File: src/rtl/i2c_mon_pkg.sv
package i2c_mon_pkg;

  localparam int FRAME_BITS = 9;

  typedef enum logic [1:0] {
    COND_NONE    = 2'd0,
    COND_START   = 2'd1,
    COND_RESTART = 2'd2,
    COND_STOP    = 2'd3
  } cond_e;

  // Header pattern of a 10-bit address in the first frame of a transfer
  function automatic logic is_ten_bit_hdr(input logic [FRAME_BITS-1:0] f,
                                          input logic first);
    return first && (f[FRAME_BITS-1 -: 5] == 5'b11110);
  endfunction

  // Acknowledge is signalled by a low level in the last bit slot
  function automatic logic ack_of(input logic [FRAME_BITS-1:0] f);
    return ~f[0];
  endfunction

  // Kind of a START given whether a transfer is already open
  function automatic cond_e start_kind(input logic busy);
    return busy ? COND_RESTART : COND_START;
  endfunction

endpackage

File: src/rtl/mon_line_filter.sv
module mon_line_filter #(
  parameter int FILT_LEN = 3
) (
  input  logic clk,
  input  logic rst_n,
  input  logic line_in,
  output logic line_out
);
  localparam int CW = $clog2(FILT_LEN + 1);

  logic          s1, s2;
  logic [CW-1:0] run;

  always_ff @(posedge clk or negedge rst_n) begin
    if (!rst_n) begin
      s1       <= 1'b1;
      s2       <= 1'b1;
      run      <= '0;
      line_out <= 1'b1;
    end else begin
      s1 <= line_in;
      s2 <= s1;
      if (s2 == line_out) begin
        run <= '0;
      end else if (run == CW'(FILT_LEN - 1)) begin
        line_out <= s2;
        run      <= '0;
      end else begin
        run <= run + 1'b1;
      end
    end
  end
endmodule

File: src/rtl/mon_cond_detect.sv
module mon_cond_detect (
  input  logic clk,
  input  logic rst_n,
  input  logic scl_f,
  input  logic sda_f,
  output logic ev_start,
  output logic ev_stop,
  output logic ev_rise
);
  logic scl_p, sda_p;

  always_ff @(posedge clk or negedge rst_n) begin
    if (!rst_n) begin
      scl_p <= 1'b1;
      sda_p <= 1'b1;
    end else begin
      scl_p <= scl_f;
      sda_p <= sda_f;
    end
  end

  logic scl_held_high;
  assign scl_held_high = scl_f & scl_p;

  assign ev_start = scl_held_high & sda_p & ~sda_f;
  assign ev_stop  = scl_held_high & ~sda_p & sda_f;
  assign ev_rise  = scl_f & ~scl_p;
endmodule

File: src/rtl/mon_frame_shifter.sv
module mon_frame_shifter #(
  parameter int FRAME_BITS = 9
) (
  input  logic                  clk,
  input  logic                  rst_n,
  input  logic                  ev_rise,
  input  logic                  ev_cond,
  input  logic                  active,
  input  logic                  sda_f,
  output logic                  frame_valid,
  output logic [FRAME_BITS-1:0] frame_data,
  output logic [$clog2(FRAME_BITS+1)-1:0] bit_cnt,
  output logic                  trunc_err
);
  localparam int CNT_W = $clog2(FRAME_BITS + 1);
  localparam logic [CNT_W-1:0] LAST = CNT_W'(FRAME_BITS - 1);

  logic [FRAME_BITS-1:0] shreg;
  logic [FRAME_BITS-1:0] next_sh;
  logic                  take_bit;

  assign take_bit = ev_rise & active;
  assign next_sh  = {shreg[FRAME_BITS-2:0], sda_f};

  always_ff @(posedge clk or negedge rst_n) begin
    if (!rst_n) begin
      shreg       <= '0;
      bit_cnt     <= '0;
      frame_valid <= 1'b0;
      frame_data  <= '0;
      trunc_err   <= 1'b0;
    end else begin
      frame_valid <= 1'b0;
      trunc_err   <= 1'b0;
      if (ev_cond) begin
        // one stray bit from the rise before the condition is normal
        trunc_err <= (bit_cnt > CNT_W'(1));
        bit_cnt   <= '0;
      end else if (take_bit) begin
        shreg <= next_sh;
        if (bit_cnt == LAST) begin
          frame_valid <= 1'b1;
          frame_data  <= next_sh;
          bit_cnt     <= '0;
        end else begin
          bit_cnt <= bit_cnt + 1'b1;
        end
      end
    end
  end
endmodule

File: src/rtl/i2c_listen_monitor.sv
module i2c_listen_monitor
  import i2c_mon_pkg::*;
#(
  parameter int FILT_LEN = 3
) (
  input  logic       clk,
  input  logic       rst_n,
  input  logic       scl_in,
  input  logic       sda_in,
  output logic       scl_drive_low,
  output logic       sda_drive_low,
  output logic       cond_pulse,
  output logic [1:0] cond_kind,
  output logic       frame_valid,
  output logic [8:0] frame_data,
  output logic       frame_first,
  output logic       frame_ack,
  output logic       frame_hdr10,
  output logic       frame_addr_lo,
  output logic       trunc_err
);
  localparam int CNT_W = $clog2(FRAME_BITS + 1);

  // bus outputs permanently released
  assign scl_drive_low = 1'b0;
  assign sda_drive_low = 1'b0;

  logic [1:0] raw_lines;
  logic [1:0] filt_lines;
  assign raw_lines = {scl_in, sda_in};

  for (genvar g = 0; g < 2; g++) begin : g_line
    mon_line_filter #(.FILT_LEN(FILT_LEN)) u_filt (
      .clk      (clk),
      .rst_n    (rst_n),
      .line_in  (raw_lines[g]),
      .line_out (filt_lines[g])
    );
  end

  logic scl_f, sda_f;
  assign sda_f = filt_lines[0];
  assign scl_f = filt_lines[1];

  logic ev_start, ev_stop, ev_rise, ev_cond;

  mon_cond_detect u_det (
    .clk      (clk),
    .rst_n    (rst_n),
    .scl_f    (scl_f),
    .sda_f    (sda_f),
    .ev_start (ev_start),
    .ev_stop  (ev_stop),
    .ev_rise  (ev_rise)
  );
  assign ev_cond = ev_start | ev_stop;

  logic             bus_busy;
  logic [CNT_W-1:0] bit_cnt;
  logic [8:0]       sh_data;
  logic             sh_valid;

  mon_frame_shifter #(.FRAME_BITS(FRAME_BITS)) u_shift (
    .clk         (clk),
    .rst_n       (rst_n),
    .ev_rise     (ev_rise),
    .ev_cond     (ev_cond),
    .active      (bus_busy),
    .sda_f       (sda_f),
    .frame_valid (sh_valid),
    .frame_data  (sh_data),
    .bit_cnt     (bit_cnt),
    .trunc_err   (trunc_err)
  );

  logic  first_pend;
  logic  hdr_prev;
  cond_e kind_q;

  always_ff @(posedge clk or negedge rst_n) begin
    if (!rst_n) begin
      bus_busy   <= 1'b0;
      cond_pulse <= 1'b0;
      kind_q     <= COND_NONE;
      first_pend <= 1'b0;
      hdr_prev   <= 1'b0;
    end else begin
      cond_pulse <= ev_cond;
      kind_q     <= COND_NONE;
      if (ev_start) begin
        kind_q     <= start_kind(bus_busy);
        bus_busy   <= 1'b1;
        first_pend <= 1'b1;
        hdr_prev   <= 1'b0;
      end else if (ev_stop) begin
        kind_q     <= COND_STOP;
        bus_busy   <= 1'b0;
        first_pend <= 1'b0;
        hdr_prev   <= 1'b0;
      end else if (sh_valid) begin
        first_pend <= 1'b0;
        hdr_prev   <= is_ten_bit_hdr(sh_data, first_pend);
      end
    end
  end

  assign cond_kind     = kind_q;
  assign frame_valid   = sh_valid;
  assign frame_data    = sh_data;
  assign frame_first   = sh_valid & first_pend;
  assign frame_ack     = sh_valid & ack_of(sh_data);
  assign frame_hdr10   = sh_valid & is_ten_bit_hdr(sh_data, first_pend);
  assign frame_addr_lo = sh_valid & hdr_prev & ~first_pend;
endmodule

File: config.mk
export PLATFORM = sky130hd
export DESIGN_NAME = i2c_listen_monitor
export DESIGN_NICKNAME = d
export VERILOG_FILES = /design/src/rtl/i2c_mon_pkg.sv /design/src/rtl/mon_line_filter.sv /design/src/rtl/mon_cond_detect.sv /design/src/rtl/mon_frame_shifter.sv /design/src/rtl/i2c_listen_monitor.sv
export SDC_FILE = /design/constraint.sdc
export NUM_CORES = 1
export LEC_CHECK = 0
export BUFFER_PORTS_ARGS = -buffer_cell sky130_fd_sc_hd__clkbuf_2
export CORE_MARGIN = 4
export CORE_UTILIZATION = 50
export DETAILED_ROUTE_END_ITERATION = 16
export PLACE_DENSITY = 0.83
export SLEW_MARGIN = 20
export SYNTH_ARGS = -nofsm -noshare
export SYNTH_HDL_FRONTEND = slang
export SYNTH_SLANG_ARGS = --single-unit
File: constraint.sdc
create_clock -name clk -period 1.6 [get_ports clk]
set_input_delay 0.16 -clock clk [delete_from_list [all_inputs] [get_ports clk]]
set_output_delay 0.16 -clock clk [all_outputs]
set_load 0.02 [all_outputs]
After elaboration in Yosys (flattened, before gate mapping):

Cells that the tools add are included.

* $add $sub $neg: 3
* muxes and demuxes: 22
* equal/unequal tests: 6
* bitwise logic cells: 21
* $lt $le $gt $ge: 1
* reduce and logical (&&, ||, !) cells: 8

Operators with widths (number)
* $mux 2: 7
* $and 1x1->1: 12
* $mux 1: 12
* $mux 4: 3
* $not 1->1: 8
* $reduce_and 2->1: 3
* $eq 5x5->1 const B: 1
* $add 2x1->2 const B: 2
* $add 4x1->4 const B: 1
* $eq 2x2->1 const B: 2
* $eq 4x4->1 const B: 1
* $gt 4x1->1 const B: 1
* $reduce_bool 2->1: 2
* $reduce_and 3->1: 1
* $reduce_bool 3->1: 1
* $eq 1x1->1: 2
* $logic_and 1x1->1: 1
* $or 1x1->1: 1

* bits in registers: 41
* input bits: 4
* output and inout bits: 20
* logic and storage cells: 81

Depth between registers and ports, before layout:

Gate-level depths: netlist (run 1).

* depth after elaboration: 6
* depth in mapped cells: 5

By module:

From an unflattened synthesis (run 1), not the netlist that was laid out.

* cells, all modules: 122
* area total of the unflattened synthesis: 1686.6 µm²

By module, submodules not included
* mon_frame_shifter: times used 1, area an instance 979.7 µm², cells an instance 70
* mon_line_filter: times used 2, area an instance 178.9 µm², cells an instance 10
* i2c_listen_monitor: times used 1, area an instance 269.0 µm², cells an instance 27
* mon_cond_detect: times used 1, area an instance 80.1 µm², cells an instance 5

Worst setup path after synthesis (run 1):

No wires, ideal clock.

* path kind: register to register
* start: register u_shift.bit_cnt[0]
* end: register u_shift.frame_data[0]
* cell stages (with the launch flop): 6
* period minus slack after synthesis: 1.596 ns
* buffers on the path: 0
* data required time: 1.475 ns
* data arrival time: 1.471 ns
* slack: 0.004 ns
* cells stage by stage: dfrtp_1 > inv_1 > ha_1 > nand2_1 > nor3_4 > mux2_2

* word-level cells in the longest chain between the ends: 2

Ends and longest elaborated chain
* start: declaration: line mon_frame_shifter.sv:12 `output logic [$clog2(FRAME_BITS+1)-1:0] bit_cnt,`
* start signal: assignment: line mon_frame_shifter.sv:46 `bit_cnt <= bit_cnt + 1'b1;`
* $eq 4x4->1: line mon_frame_shifter.sv:41 `if (bit_cnt == LAST) begin`
* $reduce_and 3->1 (no source line)
* end signal: assignment: line mon_frame_shifter.sv:43 `frame_data <= next_sh;`
* end: declaration: line mon_frame_shifter.sv:11 `output logic [FRAME_BITS-1:0] frame_data,`

No other way between the ends.
A chain may end at the register's enable or synchronous reset.

Worst setup path in the final report (run 1):

* start: register g_line[1].u_filt.line_out
* end: register u_shift.frame_data[3]

* word-level cells in the longest chain between the ends: 6

Ends and longest elaborated chain
* start: declaration: line mon_line_filter.sv:7 `output logic line_out`
* start signal: assignment: line mon_line_filter.sv:19 `line_out <= 1'b1;`
* start signal: assignment: line mon_line_filter.sv:26 `line_out <= s2;`
* $and 1x1->1: line mon_cond_detect.sv:23 `assign scl_held_high = scl_f & scl_p;`
* $and 1x1->1 (on tied branches) (2 in series): line mon_cond_detect.sv:25, mon_cond_detect.sv:26
* $or 1x1->1: line i2c_listen_monitor.sv:56 `assign ev_cond = ev_start | ev_stop;`
* $not 1->1 (no source line)
* $reduce_and 3->1 (no source line) *

Mark *: on every way between the ends. The rest lies on a longest branch, timed or not.

==> results.yml, run 1 <==
global_route:
  grt_pass1_wl_um: 5720
  grt_usage_pct: 17.6
  first_global_vias: 1255
  grt_max_degree: 24
  overflow: 0
  antenna_found_initial: 0
floorplanning:
  core_mm2: 0.00315
  initial_core_util_pct: 53.8
  die_area_mm2: 0.00439
  rows: 20
  die_h_um: 66.3
  chipWidth_um: 66.3
  ioPinCount: 24
detailed_routing:
  drt-total-wl_um: 3270
  via_count: 1172
  via_per_inst: 5.26
  wl_per_cell_um: 14.7
  first_iter_violations: 34
  firstDrtPassIters: 4
  drc: 0
  drt.antenna.violating_nets: 0
critical_path:
  r2r-start: "g_line[1].u_filt.line_out$_DFFE_PN1P_"
  crit_fanout: 8
  reg2reg_depth: 4
  crit_required_ns: 1.85
  critPathLaunchType: "flop"
  end_kind: "flop"
  r2r-end: "u_shift.frame_data[3]$_DFFE_PN0P_"
  regToRegSetupSlack_ns: 0.03
  critPathKind: "flop to flop"
  arrival_ns: 1.82
clocking:
  clk_latency_ns: 0.35
  clockBufferDepth: 2
  clk_pin_slew_ns: 0.12
  htreeDepth: 2
  clockRootBuffer: "clkbuf_4"
  cts.sink_count: 41
  numCtsBuffers: 5
  cts_tree: "yes"
yosys:
  synth_most_common_cell: "dfrtp_1"
  syn_area_mm2: 0.00170
  yosysTopAreaCellShare_pct: 48.7
  synth_top_flop_cell: "dfrtp_1"
  synthArstFlopShare_pct: 100
  ys_ff_latch: 41
  netlist_top_cells_count: "dfrtp_1 (33), nand2_1 (29), mux2_2 (11), dfstp_2 (8), o21ai_0 (6)"
  yosysUniqueCellTypes: 33
  synth-edff-count: 0
  synth_area_leaders: "dfrtp_1 (49%), dfstp_2 (12%), mux2_2 (7.3%)"
  synth-seq-area-share_pct: 61.1
  synth_top_cell_by_area: "dfrtp_1"
  avgSynthCellArea_um2: 11.9
  synth_warnings: 0
  synth_cells: 143
layout:
  antennaDiodeCount: 0
  layout-drive-gt1-share_pct: 37.4
  final_area_mm2: 0.00205
  fin_nets: 186
  syn_to_final_growth_pct: 20.6
  final_util_pct: 64.9
placement:
  io_buffers: 21
  place_congestion: 0.850
  dpl.hpwl_um: 2270
  dpl_cell_area_mm2: 0.00188
  dp_slack_ns: -0.0295
run:
  maxCapViolations: 0
power:
  max-vdd-ir-drop_mv: 0.953
  leakage_nw: 0.997
  p_per_area_mw_per_mm2: 1690
timing:
  finalCritPeriodShare_pct: 98.0
  worst_slack_ns: 0.0322
  finalHoldViolations: 0
  setup_viol_count_final: 0
  worst_pin_slew_ns: 0.524
  fmax_mhz: 638
  drv_slew: 0
  relSlewSlack_pct: 65.1
  fin_skew_ns: 0.00598
  period_needed_ns: 1.57
min_path:
  holdCritPathClass: "input port to async pin"
outcome:
  outcome: "finished clean"
stage by stage:
stage	hold slack, ns	setup TNS [ns]	instances	total power [W]
2_1_floorplan	-0.136	0	144	0.00235
3_3_place_gp	0.144	0	208	0.00261
3_5_place_dp	0.158	-0.193	208	0.00270
4_1_cts	0.299	-0.0109	220	0.00344
5_1_grt	0.332	-0.0317	223	0.00369
6_report	0.293	0	223	0.00345
layout by cell type, fill, tap and decap left out, types with 2 or more instances in the layout:
cell           count
buf_4              8
o211ai_1           3
inv_2              2
nand4_1            2
o21ai_0            6
dlygate4sd3_1      3
inv_1              2
nand2_1           28
ha_1               3
buf_6              2
dfstp_2            8
nor3b_1            2
mux2_2            11
clkbuf_4           5
a31oi_1            2
nor2_1             3
nor3_1             2
o311ai_0           2
dfrtp_1           32
a21oi_1            2
nor2b_1            5
conb_1             2
xnor2_1            3
clkbuf_2          21
worst max-delay path: stages, from the launching register on:
cell      delay [ns]
dfstp_2         0.65
nand3b_4        0.11
nor3_4          0.21
buf_6           0.15
mux2_2          0.34
routing by layer:
metal,vias to the layer above,wire [um],global-route usage (%)
met2,40,1620,28.9
met1,568,1380,20.5
met3,8,208,6.12
li1,556,-,-
met4,0,68,8.12
met5,-,0,0
power breakdown:
part / total (W) / switching (W) / internal (W) / leakage, nW
clock network: 0.000701 / 0.000328 / 0.000373 / 0.0455
registers: 0.00167 / 0.000299 / 0.00137 / 0.520
logic: 0.00108 / 0.000614 / 0.000464 / 0.431
total: 0.00345 / 0.00124 / 0.00221 / 0.997
flip-flops by register name, summed over array words and instances, names as in the netlist:
register                cells
u_shift.shreg               8
u_det.sda_p                 1
first_pend                  1
u_shift.frame_valid         1
u_shift.frame_data          9
u_shift.trunc_err           1
cond_pulse                  1
g_line.u_filt.run           4
g_line.u_filt.line_out      2
cond_kind                   2
u_shift.bit_cnt             4
g_line.u_filt.s2            2
hdr_prev                    1
g_line.u_filt.s1            2
u_det.scl_p                 1
bus_busy                    1
worst max-delay path by stage:
stage,start,endpoint
finish,g_line[1].u_filt.line_out$_DFFE_PN1P_,u_shift.frame_data[3]$_DFFE_PN0P_
global route,u_shift.bit_cnt[1]$_DFFE_PN0P_,u_shift.frame_data[3]$_DFFE_PN0P_
CTS,u_shift.bit_cnt[0]$_DFFE_PN0P_,u_shift.frame_data[8]$_DFFE_PN0P_
detailed placement,u_shift.bit_cnt[1]$_DFFE_PN0P_,u_shift.frame_data[3]$_DFFE_PN0P_
global placement,u_shift.bit_cnt[1]$_DFFE_PN0P_,u_shift.frame_data[3]$_DFFE_PN0P_
floorplan,u_shift.bit_cnt[0]$_DFFE_PN0P_,u_shift.frame_data[0]$_DFFE_PN0P_
layout make-up:
class,count,area (um2)
Tap cell,44,55.1
Clock buffer,7,55.1
Timing Repair Buffer,35,238
Multi-Input combinational cell,91,617
Clock inverter,1,30.0
Fill cell,247,1110
Inverter,4,15.0
Sequential cell,41,1040
cells by family (layout without fill, tap and decap cells):
logic type | after synthesis | count (layout) | synth area share [%]
simple gates | 52 | 52 | 16.1
flops | 41 | 41 | 61.1
compound gates | 19 | 19 | 7.45
buf+inv | 12 | 47 | 3.39
mux | 11 | 11 | 7.30
fa+ha+maj | 4 | 4 | 2.95
xor+xnor | 3 | 3 | 1.55
other cells | 1 | 2 | 0.221
what timing repair did:
action | 4_1_cts | 5_1_grt
buffers inserted | 1 | 3
resized for setup | 5 | 3
pin swaps | 0 | 2
hold buffers | 3 | 0
setup endpoints to repair | 10 | 10
hold endpoints to repair | 20 | 0
(Power assumes the default switching activity.)
==> run 2, diff against run 1 <==
--- a/config.mk
+++ b/config.mk
@@ -12,3 +12,2 @@
 export PLACE_DENSITY = 0.83
-export SLEW_MARGIN = 20
 export SYNTH_ARGS = -nofsm -noshare
==> constraint.sdc (replaced) <==
create_clock -name clk -period 1.6 [get_ports clk]
set_input_delay 0.24 -clock clk [delete_from_list [all_inputs] [get_ports clk]]
set_output_delay 0.24 -clock clk [all_outputs]
set_load 0.02 [all_outputs]
==> run 2 against run 1 <==
Against the previous run: utilization increased by 0.64 points; die area stayed put; clock skew is 0.0077 ns higher; sequential power barely moved; critical endpoint unchanged.
==> results.yml, run 2 (synthesized netlist as in run 1, its figures left out) <==
layout:
  multi_input_area_um2: 621
  final_area_mm2: 0.00207
  largest_register_ffs: 9
  syn_to_final_growth_pct: 21.8
  layout-drive-gt1-share_pct: 36.5
  antennaDiodeCount: 0
  regArea_mm2: 0.00104
  layout_commonest_cell: "dfrtp_1"
  regMostFlops: "u_shift.frame_data"
  fin_nets: 188
  largestRegisters: "u_shift.frame_data x9, u_shift.shreg x8"
  final_cell_mix: "dfrtp_1 (33), nand2_1 (28), clkbuf_2 (20)"
  nFillCells: 242
global_route:
  gr-usage-met2_pct: 26.5
  grt_max_degree: 24
  top_usage_layer: "met2"
  grt_use_met1_pct: 20.8
  use_met3_pct: 5.44
  first_global_vias: 1164
  grt_pass1_wl_um: 5430
  overflow: 0
  antenna_found_initial: 0
  grt_usage_pct: 16.6
critical_path:
  cp_top_family: "flip-flops"
  crit_fanout: 6
  critPathLaunchType: "flop"
  crit_buf_inv: 2
  arrival_ns: 1.81
  critPathKind: "flop to flop"
  end_kind: "flop"
  cpPeakStageDelay_ns: 0.41
  crit_required_ns: 1.85
  worst_path_max_delay_cell: "dfrtp_1"
  cp_cell_sequence: "inv_1 > ha_2 > nand2_2 > nor3_4 > buf_6 > mux2_2"
detailed_routing:
  first_iter_violations: 45
  drc: 0
  firstDrtPassIters: 4
  wl_per_cell_um: 14.5
  via_per_inst: 5.16
  via_count: 1161
  drt-total-wl_um: 3270
  drt.antenna.violating_nets: 0
clocking:
  htreeDepth: 2
  clockRootBuffer: "clkbuf_4"
  clk_pin_slew_ns: 0.12
  cts.sink_count: 41
  clk_latency_ns: 0.35
  clockBufferDepth: 2
  numCtsBuffers: 5
  cts_tree: "yes"
timing:
  finalCritPeriodShare_pct: 97.4
  relSlewSlack_pct: 66.2
  fin_skew_ns: 0.0137
  setup_viol_count_final: 0
  period_needed_ns: 1.56
  drv_slew: 0
  worst_slack_ns: 0.0421
  finalHoldViolations: 0
  worst_pin_slew_ns: 0.507
  fmax_mhz: 642
  tns_ns: 0
power:
  seqPwrFrac_pct: 47.8
  comb_power_share_pct: 32.3
  clockPowerShare_pct: 20.0
  netSwitchingPower_w: 0.00123
  max-vdd-ir-drop_mv: 0.991
  p_int_w: 0.00225
  swShare_pct: 35.5
  p_per_area_mw_per_mm2: 1680
  leakage_nw: 1.01
run:
  maxCapViolations: 0
floorplanning:
  core_mm2: 0.00315
  die_area_mm2: 0.00439
  chipWidth_um: 66.3
  die_h_um: 66.3
  rows: 20
  initial_core_util_pct: 53.8
  ioPinCount: 24
outcome:
  outcome: "finished clean"
placement:
  dpl_cell_area_mm2: 0.00189
  place_congestion: 0.857
  io_buffers: 21
  dp_slack_ns: 0.0194
  dpl.hpwl_um: 2250
min_path:
  holdCritPathClass: "flop to flop"
-- run 2: worst paths after layout --
path,from,endpoint,cells after the start,slack [ns]
max,u_shift.bit_cnt[0]$_DFFE_PN0P_,u_shift.frame_data[3]$_DFFE_PN0P_,6,0.04
min,g_line[1].u_filt.s1$_DFF_PN1_,g_line[1].u_filt.s2$_DFF_PN1_,0,0.35
max reg2reg,u_shift.bit_cnt[0]$_DFFE_PN0P_,u_shift.frame_data[3]$_DFFE_PN0P_,6,0.04
min reg2reg,g_line[1].u_filt.s1$_DFF_PN1_,g_line[1].u_filt.s2$_DFF_PN1_,0,0.35
max in group asynchronous,rst_n,g_line[0].u_filt.line_out$_DFFE_PN1P_,3,0.65
min in group asynchronous,rst_n,cond_kind[0]$_DFF_PN0_,2,0.37
-- run 2: layer usage --
layer | up-vias | share of wire [%]
met5 | - | 0
met4 | 0 | 1.3
met3 | 7 | 5.6
met2 | 28 | 50
met1 | 575 | 43
li1 | 551 | -
-- run 2: per-stage QoR --
step / cells / util (%) / hold WS, ns / power [W]
2_1_floorplan: 144 / - / -0.0556 / 0.00235
3_3_place_gp: 209 / 60.0 / 0.226 / 0.00261
3_5_place_dp: 209 / 60.0 / 0.231 / 0.00269
4_1_cts: 220 / 63.8 / 0.359 / 0.00340
5_1_grt: 225 / 65.6 / 0.349 / 0.00373
6_report: 225 / 65.6 / 0.352 / 0.00348
-- run 2: timing repair --
action                                 CTS  global route
setup endpoints to repair                5            10
setup buffers                            0             5
gates resized for setup                  1             7
endpoints found under the hold margin   20             0
pin swaps                                0             3
hold buffers                             3             0
cloned                                   0             0
-- run 2: cell type report --
cell class	count	share of cell area, %
tap	44	2.66
timing repair buffer	37	12.3
clock inverter	1	1.45
sequential	41	50.1
clock buffer	7	2.66
multi-input combinational	91	30.0
inverter	4	0.726
-- run 2: power by group through the flow --
stage,logic (W),registers (W),clock network (W)
2_1_floorplan,0.000740,0.00161,0
3_3_place_gp,0.000957,0.00165,0
3_5_place_dp,0.00101,0.00168,0
4_1_cts,0.00103,0.00167,0.000708
5_1_grt,0.00126,0.00171,0.000764
6_report,0.00112,0.00166,0.000695
==> run 3, diff against run 2 <==
--- a/config.mk
+++ b/config.mk
@@ -8,2 +8,3 @@
 export BUFFER_PORTS_ARGS = -buffer_cell sky130_fd_sc_hd__clkbuf_2
+export CORE_ASPECT_RATIO = 0.75
 export CORE_MARGIN = 4
--- a/constraint.sdc
+++ b/constraint.sdc
@@ -3,2 +3,2 @@
 set_output_delay 0.24 -clock clk [all_outputs]
-set_load 0.02 [all_outputs]
+set_load 0.1 [all_outputs]
==> run 3 against run 2 <==
Against the previous run: total power rose by 15%; sequential share of layout area is 0.12 points lower; largest cell class unchanged; wire length down 3.3%; maximum frequency shrank 0.97%; count of clock-buffer cells in the layout unchanged; global-route usage stayed put; critical endpoint is now u_shift.frame_data[0]$_DFFE_PN0P_.
==> results.yml, run 3 (synthesized netlist as in run 1, its figures left out) <==
critical_path:
  critPathKind: "flop to flop"
  cp_top_family: "flip-flops"
  cp_cell_sequence: "inv_2 > ha_4 > nand2_2 > nor3_4 > buf_6 > mux2_2"
  crit_required_ns: 1.77
  end_kind: "flop"
  critPathLaunch: "u_shift.bit_cnt[1]$_DFFE_PN0P_"
  worst_path_max_delay_cell: "dfrtp_1"
  crit_fanout: 5
  r2r-start: "u_shift.bit_cnt[1]$_DFFE_PN0P_"
  crit_buf_inv: 2
  critPathLaunchType: "flop"
  cpPeakStageDelay_ns: 0.43
  arrival_ns: 1.74
floorplanning:
  rows: 18
  chipWidth_um: 75.3
  core_mm2: 0.00327
  die_h_um: 58.4
  die_area_mm2: 0.00440
  initial_core_util_pct: 52.0
  ioPinCount: 24
global_route:
  antenna_found_initial: 0
  grt_usage_pct: 16.6
  first_global_vias: 1177
  grt_max_degree: 42
  overflow: 0
  grt_pass1_wl_um: 5460
timing:
  finalHoldViolations: 0
  period_needed_ns: 1.57
  relSlewSlack_pct: 63.9
  setup_viol_count_final: 0
  drv_slew: 0
  fmax_mhz: 636
  worst_slack_ns: 0.0269
  finalCritPeriodShare_pct: 98.3
  worst_pin_slew_ns: 0.544
  tns_ns: 0
  rsz0062_at_grt: "true"
  fin_skew_ns: 0.00916
layout:
  final_util_pct: 64.8
  regArea_mm2: 0.00106
  layout-drive-gt1-share_pct: 43.1
  layout_commonest_cell: "nand2_1"
  syn_to_final_growth_pct: 24.8
  fin_nets: 181
  nFillCells: 233
  regMostFlops: "u_shift.frame_data"
  largestRegisters: "u_shift.frame_data x9, u_shift.shreg x8"
  final_cell_mix: "nand2_1 (28), dfrtp_1 (25), clkbuf_2 (17)"
  antennaDiodeCount: 0
  multi_input_area_um2: 649
  final_area_mm2: 0.00212
  largest_register_ffs: 9
run:
  maxCapViolations: 0
clocking:
  htreeDepth: 2
  cts_tree: "yes"
  clk_latency_ns: 0.29
  clk_pin_slew_ns: 0.08
  hold_buffers: 0
  numCtsBuffers: 5
  clockRootBuffer: "clkbuf_8"
  cts.sink_count: 41
  cts_setup_buffers: 0
  clockBufferDepth: 2
detailed_routing:
  via_per_inst: 5.38
  first_iter_violations: 155
  drc: 0
  wl_per_cell_um: 14.8
  drt-total-wl_um: 3160
  via_count: 1152
  drt.antenna.violating_nets: 0
  firstDrtPassIters: 4
power:
  total_power_w: 0.00401
  leakage_nw: 0.983
  max-vdd-ir-drop_mv: 1.05
  p_per_area_mw_per_mm2: 1890
placement:
  dpl.hpwl_um: 2220
  dpl_cell_area_mm2: 0.00197
  dp_slack_ns: 0.00356
  io_buffers: 21
  place_congestion: 0.848
min_path:
  holdCritPathClass: "input port to async pin"
outcome:
  outcome: "finished clean"
==> run 3: changes by cell type in the layout (fill, tap and decap cells not counted), moves of 3 or more <==
cell,previous run,this run
clkbuf_4,5,1
dfrtp_1,33,25
clkbuf_8,1,6
dfrtp_4,0,5
dlygate4sd3_1,3,0
clkbuf_2,20,17
dfrtp_2,0,3
buf_4,11,7
==> run 3: area by class of cell <==
cell class | instances | area share [%]
flip-flops and latches | 41 | 50.0
inverters | 4 | 0.709
repair buffers | 30 | 10.8
multi-input cells | 91 | 30.7
clock inverters | 1 | 1.42
well taps | 40 | 2.36
clock buffers | 7 | 4.08
==> run 3: final timing paths <==
path                                                endpoint  cells after the start  slack (ns)
min                                   cond_kind[0]$_DFF_PN0_                      2       0.002
max reg2reg                u_shift.frame_data[0]$_DFFE_PN0P_                      6        0.03
max                        u_shift.frame_data[0]$_DFFE_PN0P_                      6        0.03
min in group clk               g_line[0].u_filt.s1$_DFF_PN1_                      1        0.03
max in group asynchronous  u_shift.frame_data[8]$_DFFE_PN0P_                      2        1.21
min reg2reg                    g_line[0].u_filt.s2$_DFF_PN1_                      0        0.36
==> run 3: power breakdown <==
part | internal, W | switching (W) | total, W
logic | 0.000479 | 0.00105 | 0.00153
registers | 0.00138 | 0.000261 | 0.00164
clock network | 0.000508 | 0.000329 | 0.000837
total | 0.00237 | 0.00164 | 0.00401
==> run 3: timing repair <==
action | CTS | global route
setup endpoints to repair | 8 | 10
resized for setup | 2 | 7
pin swaps | 1 | 1
==> run 3: per-stage QoR <==
step	std cells	hold WS, ns
6_report	214	0.00237
5_1_grt	214	0.00814
4_1_cts	214	0.0140
3_5_place_dp	206	0.325
3_3_place_gp	206	0.316
2_1_floorplan	144	-0.0556
==> run 3: worst reg2reg max path, cell delays in order, from the launching register on <==
cell	delay, ns
dfrtp_1	0.43
inv_2	0.10
ha_4	0.13
nand2_2	0.08
nor3_4	0.23
buf_6	0.15
mux2_2	0.33
==> run 3: routing by layer <==
layer / vias up / GRT usage (%) / part of all wire, %
met1: 564 / 21.6 / 42
li1: 539 / - / -
met5: - / 0 / 0
met4: 0 / 7.23 / 1.3
met2: 42 / 25.9 / 50
met3: 7 / 5.12 / 6.0
